===== src/rtl/boot_guard_pkg.sv =====
package boot_guard_pkg;
  typedef enum logic [1:0] {
    SZ_16K = 2'd0,
    SZ_8K  = 2'd1,
    SZ_32K = 2'd2,
    SZ_64K = 2'd3
  } blk_size_e;
endpackage


===== src/rtl/boot_blk_decode.sv =====
module boot_blk_decode
  import boot_guard_pkg::*;
#(
  parameter int ADDR_W   = 22,
  parameter int REGION_W = 16,
  parameter bit TOP_BOOT = 1'b1,
  localparam int REG_BITS = ADDR_W - REGION_W,
  localparam int N_REGION = 1 << REG_BITS,
  localparam int NUM_BLK  = N_REGION + 3,
  localparam int IDX_W    = $clog2(NUM_BLK)
) (
  input  logic [ADDR_W-1:0] byte_addr_i,
  output logic [IDX_W-1:0]  idx_o,
  output blk_size_e         size_o,
  output logic              is_boot_o
);
  localparam logic [REG_BITS-1:0] LAST_REG = '1;
  localparam int SPLIT_BASE = N_REGION - 1;
  localparam logic [IDX_W-1:0] BOOT_IDX = TOP_BOOT ? IDX_W'(NUM_BLK - 1) : '0;

  logic [REG_BITS-1:0] region;
  logic o15, o14, o13;

  assign region = byte_addr_i[ADDR_W-1:REGION_W];
  assign o15    = byte_addr_i[REGION_W-1];
  assign o14    = byte_addr_i[REGION_W-2];
  assign o13    = byte_addr_i[REGION_W-3];

  generate
    if (TOP_BOOT) begin : g_top
      always_comb begin
        idx_o  = IDX_W'(region);
        size_o = SZ_64K;
        if (region == LAST_REG) begin
          if (!o15) begin
            idx_o  = IDX_W'(SPLIT_BASE);
            size_o = SZ_32K;
          end else if (o14) begin
            idx_o  = IDX_W'(SPLIT_BASE + 3);
            size_o = SZ_16K;
          end else begin
            idx_o  = o13 ? IDX_W'(SPLIT_BASE + 2) : IDX_W'(SPLIT_BASE + 1);
            size_o = SZ_8K;
          end
        end
      end
    end else begin : g_bot
      always_comb begin
        idx_o  = IDX_W'(region) + IDX_W'(3);
        size_o = SZ_64K;
        if (region == '0) begin
          if (o15) begin
            idx_o  = IDX_W'(3);
            size_o = SZ_32K;
          end else if (!o14) begin
            idx_o  = '0;
            size_o = SZ_16K;
          end else begin
            idx_o  = o13 ? IDX_W'(2) : IDX_W'(1);
            size_o = SZ_8K;
          end
        end
      end
    end
  endgenerate

  assign is_boot_o = (idx_o == BOOT_IDX);

  // decoded index always addresses a real block
  always_comb begin
    a_r2_idx_in_range: assert (int'(idx_o) < NUM_BLK);
  end
endmodule


===== src/rtl/boot_prot_reg.sv =====
module boot_prot_reg #(
  parameter int NUM_BLK = 67
) (
  input  logic               clk_i,
  input  logic               rst_ni,
  input  logic               load_i,
  input  logic [NUM_BLK-1:0] data_i,
  output logic [NUM_BLK-1:0] prot_o
);
  always_ff @(posedge clk_i or negedge rst_ni) begin
    if (!rst_ni)     prot_o <= '0;
    else if (load_i) prot_o <= data_i;
  end

  a_r4_load_applied: assert property (@(posedge clk_i) disable iff (!rst_ni)
    load_i |=> prot_o == $past(data_i));
  a_r4_hold: assert property (@(posedge clk_i) disable iff (!rst_ni)
    !load_i |=> $stable(prot_o));
endmodule


===== src/rtl/boot_grant_policy.sv =====
module boot_grant_policy #(
  parameter int NUM_BLK = 67,
  localparam int IDX_W  = $clog2(NUM_BLK)
) (
  input  logic               clk_i,
  input  logic               rst_ni,
  input  logic               req_i,
  input  logic [IDX_W-1:0]   idx_i,
  input  logic               is_boot_i,
  input  logic [NUM_BLK-1:0] prot_i,
  input  logic               wp_ni,
  input  logic               temp_unprot_i,
  input  logic               hw_reset_ni,
  input  logic               lockout_i,
  input  logic               busy_i,
  output logic               grant_o,
  output logic               ignored_o
);
  logic bit_lock, boot_lock, env_block, deny;

  assign bit_lock  = (int'(idx_i) < NUM_BLK) && prot_i[idx_i] && !temp_unprot_i;
  assign boot_lock = is_boot_i && !wp_ni;  // wins over temporary unprotect
  assign env_block = lockout_i || !hw_reset_ni || busy_i;
  assign deny      = bit_lock || boot_lock || env_block;

  always_ff @(posedge clk_i or negedge rst_ni) begin
    if (!rst_ni) begin
      grant_o   <= 1'b0;
      ignored_o <= 1'b0;
    end else begin
      grant_o   <= req_i && !deny;
      ignored_o <= req_i && deny;
    end
  end

  a_r6_boot_locked: assert property (@(posedge clk_i) disable iff (!rst_ni)
    (req_i && is_boot_i && !wp_ni) |=> (ignored_o && !grant_o));
  a_r8_env_deny: assert property (@(posedge clk_i) disable iff (!rst_ni)
    (req_i && (lockout_i || busy_i || !hw_reset_ni)) |=> !grant_o);
endmodule


===== src/rtl/boot_rb_drive.sv =====
module boot_rb_drive (
  input  logic clk_i,
  input  logic rst_ni,
  input  logic busy_i,
  input  logic lockout_i,
  output logic rb_low_o,
  output logic abort_o
);
  always_ff @(posedge clk_i or negedge rst_ni) begin
    if (!rst_ni) begin
      rb_low_o <= 1'b0;
      abort_o  <= 1'b0;
    end else begin
      rb_low_o <= busy_i;
      abort_o  <= busy_i && lockout_i;
    end
  end

  a_r9_rb_follows: assert property (@(posedge clk_i) disable iff (!rst_ni)
    busy_i |=> rb_low_o);
  a_r10_abort_only_busy: assert property (@(posedge clk_i) disable iff (!rst_ni)
    abort_o |-> $past(busy_i));
endmodule


===== src/rtl/boot_sector_guard.sv =====
module boot_sector_guard
  import boot_guard_pkg::*;
#(
  parameter int ADDR_W   = 22,
  parameter int REGION_W = 16,
  parameter bit TOP_BOOT = 1'b1,
  localparam int N_REGION = 1 << (ADDR_W - REGION_W),
  localparam int NUM_BLK  = N_REGION + 3,
  localparam int IDX_W    = $clog2(NUM_BLK)
) (
  input  logic               clk_i,
  input  logic               rst_ni,
  input  logic [ADDR_W-1:0]  addr_i,
  input  logic               word_mode_i,
  input  logic               req_i,
  input  logic               prot_load_i,
  input  logic [NUM_BLK-1:0] prot_data_i,
  input  logic               wp_ni,
  input  logic               temp_unprot_i,
  input  logic               hw_reset_ni,
  input  logic               lockout_i,
  input  logic               busy_i,
  output logic [IDX_W-1:0]   blk_idx_o,
  output logic [1:0]         blk_size_o,
  output logic               grant_o,
  output logic               ignored_o,
  output logic               rb_low_o,
  output logic               abort_o
);
  logic [ADDR_W-1:0]  byte_addr;
  logic [IDX_W-1:0]   dec_idx;
  blk_size_e          dec_size;
  logic               dec_boot;
  logic [NUM_BLK-1:0] prot_q;

  assign byte_addr = word_mode_i ? {addr_i[ADDR_W-2:0], 1'b0} : addr_i;

  boot_blk_decode #(
    .ADDR_W(ADDR_W), .REGION_W(REGION_W), .TOP_BOOT(TOP_BOOT)
  ) u_decode (
    .byte_addr_i(byte_addr), .idx_o(dec_idx), .size_o(dec_size), .is_boot_o(dec_boot)
  );

  boot_prot_reg #(.NUM_BLK(NUM_BLK)) u_prot (
    .clk_i(clk_i), .rst_ni(rst_ni), .load_i(prot_load_i),
    .data_i(prot_data_i), .prot_o(prot_q)
  );

  boot_grant_policy #(.NUM_BLK(NUM_BLK)) u_policy (
    .clk_i(clk_i), .rst_ni(rst_ni), .req_i(req_i), .idx_i(dec_idx),
    .is_boot_i(dec_boot), .prot_i(prot_q), .wp_ni(wp_ni),
    .temp_unprot_i(temp_unprot_i), .hw_reset_ni(hw_reset_ni),
    .lockout_i(lockout_i), .busy_i(busy_i),
    .grant_o(grant_o), .ignored_o(ignored_o)
  );

  boot_rb_drive u_rb (
    .clk_i(clk_i), .rst_ni(rst_ni), .busy_i(busy_i), .lockout_i(lockout_i),
    .rb_low_o(rb_low_o), .abort_o(abort_o)
  );

  always_ff @(posedge clk_i or negedge rst_ni) begin
    if (!rst_ni) begin
      blk_idx_o  <= '0;
      blk_size_o <= '0;
    end else begin
      blk_idx_o  <= dec_idx;
      blk_size_o <= dec_size;
    end
  end

  a_r5_exclusive: assert property (@(posedge clk_i) disable iff (!rst_ni)
    !(grant_o && ignored_o));
  a_r5_no_req_quiet: assert property (@(posedge clk_i) disable iff (!rst_ni)
    !req_i |=> (!grant_o && !ignored_o));
  a_r7_unprot_grant: assert property (@(posedge clk_i) disable iff (!rst_ni)
    (req_i && temp_unprot_i && wp_ni && hw_reset_ni && !lockout_i && !busy_i)
      |=> grant_o);
endmodule


===== config.mk =====
export PLATFORM = sky130hd
export DESIGN_NAME = boot_sector_guard
export DESIGN_NICKNAME = d
export VERILOG_FILES = /design/src/rtl/boot_guard_pkg.sv /design/src/rtl/boot_blk_decode.sv /design/src/rtl/boot_prot_reg.sv /design/src/rtl/boot_grant_policy.sv /design/src/rtl/boot_rb_drive.sv /design/src/rtl/boot_sector_guard.sv
export SDC_FILE = /design/constraint.sdc
export NUM_CORES = 1
export LEC_CHECK = 0
export ABC_AREA = 1
export BUFFER_PORTS_ARGS = -buffer_cell sky130_fd_sc_hd__buf_2
export CAP_MARGIN = 20
export CORE_ASPECT_RATIO = 1.2
export CORE_MARGIN = 4
export CORE_UTILIZATION = 55
export DETAILED_ROUTE_END_ITERATION = 6
export GPL_ROUTABILITY_DRIVEN = 0
export HOLD_SLACK_MARGIN = 0.02
export PLACE_DENSITY = 0.83
export RECOVER_POWER = 100
export SLEW_MARGIN = 40
export SYNTH_ARGS = -nofsm -noshare
export SYNTH_HDL_FRONTEND = slang
export SYNTH_SLANG_ARGS = --single-unit

===== constraint.sdc =====
create_clock -name clk_i -period 1.9 [get_ports clk_i]
set_input_delay 0.57 -clock clk_i [delete_from_list [all_inputs] [get_ports clk_i]]
set_output_delay 0.57 -clock clk_i [all_outputs]
set_load 0.02 [all_outputs]

After elaboration in Yosys (flattened, before gate mapping)
Index checks and enable logic that the tools add are counted.

Bits in registers: 80. Bits of input ports: 99. Logic and storage cells: 35.

Order comparisons: 2. Eq/ne operators: 2. Muxes and demuxes: 10. Reduce and logical (&&, ||, !) cells: 14.

Operator list (number): 22-bit two-way mux (1); 7-bit two-way mux (3); 7-bit by 8-bit < comparator with 1-bit output (second input constant) (1); 1-bit binary-select mux with 7-bit select (1); 7-bit equality test (second input constant) (1); 7-bit < comparator (second input constant) (1); 6-bit equality test (second input constant) (1); 1-bit logical AND (6); 1-bit logical NOT (4); 1-bit logical OR (4); 2-bit two-way mux (2); 1-bit two-way mux (3).

Logic depth before layout (Yosys ltp)
Depth in word-level cells: 13. Mapped depth: 24. Depth with buffers taken out: 22.

Modules after synthesis
A second synthesis with hierarchy kept.

Cell total of the unflattened synthesis: 600. Area, all modules: 4169.0 um^2.

Modules (own cells, without submodules): boot_prot_reg (times used 1, cells an instance 284, area each 2546.2 um^2, seq. area each 1676.6 um^2); boot_grant_policy (times used 1, cells an instance 204, area each 925.9 um^2, seq. area each 50.0 um^2); boot_sector_guard (times used 1, cells an instance 79, area each 510.5 um^2, seq. area each 225.2 um^2); boot_blk_decode (times used 1, cells an instance 29, area each 128.9 um^2, seq. area each 0.0 um^2); boot_rb_drive (times used 1, cells an instance 4, area each 57.6 um^2, seq. area each 50.0 um^2).

Least setup slack after synthesis
Ideal clock, no wire load.

Kind: input -> register. Start point: input word_mode_i. End point: register u_policy.grant_o. Data arrival time: 2.117 ns. Setup slack: -0.332 ns. Stages: 24. Path buffers: 2. Cells stage by stage: buf_6 inv_6 nand2_4 nand2_4 nand2_2 nor2_8 nand2_4 nand2_2 nand2_1 buf_6 nand2_1 nand2_1 nand2_1 nand2_1 nand2_1 nand2_1 nor2_1 nand2_1 nand2_1 nand2_1 nand2_1 nand2_1 nand2_1 nor2_2.

Word-level cells in the longest chain between the ends: 13. Elaborated cells between the ends (all ways): 17.

RTL lines: start: declaration (line boot_sector_guard.sv:14) `input logic word_mode_i,`; 22-bit two-way mux * (line boot_sector_guard.sv:36) `assign byte_addr = word_mode_i ? {addr_i[ADDR_W-2:0], 1'b0} : addr_i;`; 1-bit two-way mux (line boot_blk_decode.sv:42) `idx_o = o13 ? IDX_W'(SPLIT_BASE + 2) : IDX_W'(SPLIT_BASE + 1);`; 7-bit two-way mux (line boot_blk_decode.sv:38) `end else if (o14) begin`; 7-bit two-way mux (line boot_blk_decode.sv:35) `if (!o15) begin`; 7-bit two-way mux * (line boot_blk_decode.sv:34) `if (region == LAST_REG) begin`; 1-bit binary-select mux with 7-bit select (line boot_grant_policy.sv:21) `assign bit_lock = (int'(idx_i) < NUM_BLK) && prot_i[idx_i] && !temp_unprot_i;`; 1-bit two-way mux (implied by the code) (line boot_grant_policy.sv:21); 1-bit logical AND (2 in series) (line boot_grant_policy.sv:21); 1-bit logical OR * (2 in series) (line boot_grant_policy.sv:24) `assign deny = bit_lock || boot_lock || env_block;`; 1-bit logical NOT * (line boot_grant_policy.sv:31) `grant_o <= req_i && !deny;`; 1-bit logical AND * (line boot_grant_policy.sv:31); end signal: assignment (line boot_grant_policy.sv:31); end: declaration (line boot_grant_policy.sv:16) `output logic grant_o,`.

Every way passes the cells marked *; elsewhere a longest branch is shown, timed or not. The select of a mux whose other input is x is not followed. A chain may end at the register's enable or synchronous reset.

Worst setup path in the final report
Start point: input word_mode_i. End point: register u_policy.grant_o.

Elaborated cells between the ends (all ways): 17.

RTL lines: 22-bit two-way mux * (line boot_sector_guard.sv:36); 6-bit equality test / 7-bit two-way mux (equally long branches) (line boot_blk_decode.sv:34, boot_blk_decode.sv:35); 7-bit two-way mux * (line boot_blk_decode.sv:34); named net dec_idx[6] (line boot_sector_guard.sv:31) `logic [IDX_W-1:0] dec_idx;`; 1-bit binary-select mux with 7-bit select (line boot_grant_policy.sv:21); 1-bit two-way mux (implied by the code) (line boot_grant_policy.sv:21); 1-bit logical AND (2 in series) (line boot_grant_policy.sv:21); 1-bit logical OR * (2 in series) (line boot_grant_policy.sv:24); 1-bit logical NOT * (line boot_grant_policy.sv:31); 1-bit logical AND * (line boot_grant_policy.sv:31).

The timed path passes the listed nets; every way through them passes the cells marked *. The select of a mux whose other input is x is not followed.

==> results.rst <==
.. list-table::
   :header-rows: 1

   * - Metric
     - Value
   * - Result of the run
     - finished, violations left
   * - Violations in the final reports
     - negative setup slack
   * - Max Transition Viols Final
     - 0
   * - Floorplan Core Area
     - 0.00694 sq mm
   * - Number of DRC markers in iteration 0
     - 242
   * - CP Launch Type
     - primary input
   * - Transition time at the pin with the least slew margin
     - 0.926 ns
   * - Switching Share
     - 0.280
   * - List of cells traversed by the critical path
     - buf_12 -> inv_12 -> nand2_4 -> nand2_4 -> nand2_4 -> nor2_8 -> nand2_4 -> buf_12 -> nor2_8 -> inv_4 -> nand2_8 -> inv_6 -> nor2_4 -> inv_2 -> a21oi_2 -> nor2_1 -> nand2_1 -> nand3_2 -> nand2_1 -> nand2_1 -> nand2_2 -> nand2_2 -> nor2_2
   * - Routed wirelength normalized by instance count
     - 16.3 um
   * - Category of the worst setup path capture point
     - flip-flop
   * - Detailed-route via count
     - 3660
   * - Residual overflow from global routing
     - 0
   * - Number of endpoints failing setup at the final stage
     - 2
   * - HPWL after DPL
     - 7.62 mm
   * - Count of max-cap constraint violations
     - 0
   * - Final period demand of the worst path
     - 2.17 ns
   * - Cell repeated most along the worst path
     - sky130_fd_sc_hd__nand2_4
   * - Most common library cell in the layout ignoring fill and taps
     - sky130_fd_sc_hd__nand2_1
   * - Internal Pwr Total
     - 2990 uW
   * - Final critical-path setup slack
     - -0.274 ns
   * - Clock tree from TritonCTS
     - done
   * - H-tree Lvls
     - 3
   * - Global-route total usage across every layer
     - 0.265
   * - Number of instances in the synthesized netlist
     - 453
   * - Routed Antenna Nets
     - 0
   * - Required arrival time at the worst endpoint
     - 2.20 ns
   * - Average cell area after synthesis
     - 8.80 sq um
   * - Largest voltage drop on the vdd net
     - 0.527 mV
   * - Most frequent cells in the layout
     - sky130_fd_sc_hd__nand2_1, sky130_fd_sc_hd__buf_2, sky130_fd_sc_hd__dfrtp_1
   * - 1st-pass router iterations
     - 5
   * - Width of the die
     - 85.7 um
   * - Clock power frac
     - 0.328
   * - First-pass GRT wire length
     - 17.7 mm
   * - Sequential Power Share
     - 0.463
   * - Max Buffers Root-to-Sink
     - 2
   * - Total inserted antenna cells
     - 0
   * - Critical Path Max Stage Delay
     - 0.16 ns
   * - Warning count from the yosys run
     - 0
   * - Pin count of the biggest net entering global routing
     - 44
   * - Die area
     - 0.00868 sq mm
   * - Worst-case hold slack
     - 0.335 ns
   * - Worst min-delay path class
     - primary input to asynchronous set/reset pin
   * - Total Negative Setup Slacks
     - -0.504 ns
   * - Unrepaired setup endpoints after global routing
     - yes
   * - Skew-Pair Late Insertion Delay
     - 0.36 ns
   * - Slowest stage cell on the critical path
     - sky130_fd_sc_hd__nor2_8
   * - Gate power share
     - 0.209
   * - Port-buffer cells
     - 99
   * - Root Buffer Master
     - sky130_fd_sc_hd__clkbuf_8
   * - Static Leakage
     - 0.00272 uW
   * - Critical Path AT
     - 2.47 ns
   * - Placed Cells incl. Taps
     - 648
   * - CTS clk-pin slew, worst paths
     - 0.08 ns
   * - Mapped cell area
     - 0.00399 sq mm
   * - Pre-CTS worst setup slack
     - -0.714 ns
   * - Number of flip-flops and latches in the synthesized netlist
     - 80
   * - Power Dens Cells
     - 799 mW/mm^2
   * - Row count
     - 33
   * - Worst reg2reg path startpoint
     - u_prot.prot_o[23]
   * - Area of all placed cells without fillers
     - 0.00520 sq mm
   * - Largest clock skew in the final design
     - 0.0129 ns
   * - Placed standard-cell area
     - 0.00477 sq mm
   * - Relative slew slack
     - 0.383
   * - Inserted Clock Buffers
     - 9
   * - Initial antenna violation count
     - 0
   * - Net Count, Synth
     - 552
   * - P&R area growth vs syn
     - 30.4%
   * - Count of clock tree sinks
     - 80
   * - Final cell count without fillers
     - 673
   * - Startpoint-to-endpoint class of the critical path
     - primary input to flip-flop
   * - Setup crit start
     - word_mode_i
   * - Share of synthesized area occupied by flip-flops and latches
     - 0.502
   * - Count of distinct cell types in the synthesized netlist
     - 28
   * - Number of hold violations in the final report
     - 0
   * - Effective utilization at floorplan
     - 0.575
   * - Post-route DRC
     - 0
   * - Maximum net fanout on the critical path
     - 8
   * - Timing-limited maximum frequency
     - 460 MHz
   * - Routed Wire Length
     - 11.0 mm
   * - Via count of the first global-routing pass
     - 3879
   * - Number of nets in the final layout
     - 682
   * - Average via count per standard cell
     - 5.44
   * - Die span in y
     - 101 um
   * - Net switching component of the power
     - 1170 uW
   * - Ratio of cells with drive above 1 in the final layout
     - 0.403
   * - I/O pin cnt
     - 112
   * - Final critical-path share of the clock period
     - 1.14
   * - Hold Buf Count CTS
     - 0
-- stage by stage --
step	total power, uW	utilization
after global placement	2700	0.688
after global routing	4340	0.750
final	4160	0.750
after detailed placement	2740	0.688
after floorplan	2420	-
after CTS	4140	0.750
-- power by group through the flow --
stage                     combinational, uW  sequential [uW]  clock (uW)
after floorplan                         471             1950           0
after global placement                  760             1940           0
after detailed placement                785             1950           0
after CTS                               847             1920        1370
after global routing                    963             1940        1440
final                                   870             1920        1360
-- registers in the layout, summed over array words and instances (netlist names) --
signal,flops
u_policy.grant_o,1
u_rb.abort_o,1
blk_size_o,2
u_policy.ignored_o,1
blk_idx_o,7
u_prot.prot_o,67
u_rb.rb_low_o,1
-- routing by layer --
layer | routed length [um] | GRT usage
met1 | 3940 | 0.302
met2 | 5790 | 0.466
met3 | 749 | 0.0561
met4 | 464 | 0.139
met5 | 0 | 0
-- layout make-up --
type / count / area [sq um]
clock buffer: 11 / 141
clock inverter: 3 / 67.6
fill: 457 / 1740
inverter: 48 / 204
multi-input combinational: 303 / 1810
sequential: 80 / 2000
tap: 87 / 109
timing repair buffer: 141 / 866
-- synth_stat cells, drive strengths merged --
master | n | area (sq um)
a211oi | 1 | 7.51
a21oi | 7 | 38.8
buf | 11 | 86.3
clkbuf | 11 | 41.3
dfrtp | 80 | 2000
inv | 48 | 190
mux2 | 37 | 417
nand2 | 158 | 651
nand3 | 43 | 220
nand4 | 4 | 25.0
nor2 | 16 | 118
o21ai | 36 | 184
or2 | 1 | 6.26
-- critical path, delay by kind of cell --
family                 cells  cell delay [ns]
AO/OA/AOI/OAI              1             0.10
buffers and inverters      6             0.51
AND/OR/NAND/NOR           16             1.28
-- cells by family after synthesis --
kind of cell	Yosys count	synth area share
AO/OA/AOI/OAI	44	0.0578
flip-flops	80	0.502
buffers and inverters	70	0.0797
AND/OR/NAND/NOR	222	0.256
multiplexers	37	0.105
-- timing repair --
| item | CTS | global route |
|---|---|---|
| setup endpoints to repair | 2 | 2 |
| setup buffers | 9 | 1 |
| gates resized for setup | 30 | 8 |
| pin swaps | 6 | 5 |
| gates cloned | 1 | 0 |
-- worst paths after layout --
| kind | end | cells past startpoint | slack (ns) |
|---|---|---|---|
| max in group asynchronous | u_prot.prot_o[2] | 2 | 0.40 |
| setup reg to reg | u_policy.grant_o | 15 | 0.42 |
| min in group clk_i | u_rb.rb_low_o | 1 | 0.34 |
| hold / removal | u_prot.prot_o[59] | 1 | 0.34 |
| setup / recovery | u_policy.grant_o | 23 | -0.27 |
| hold reg to reg | u_prot.prot_o[1] | 1 | 0.52 |
Power figures use the tool's default switching activity.
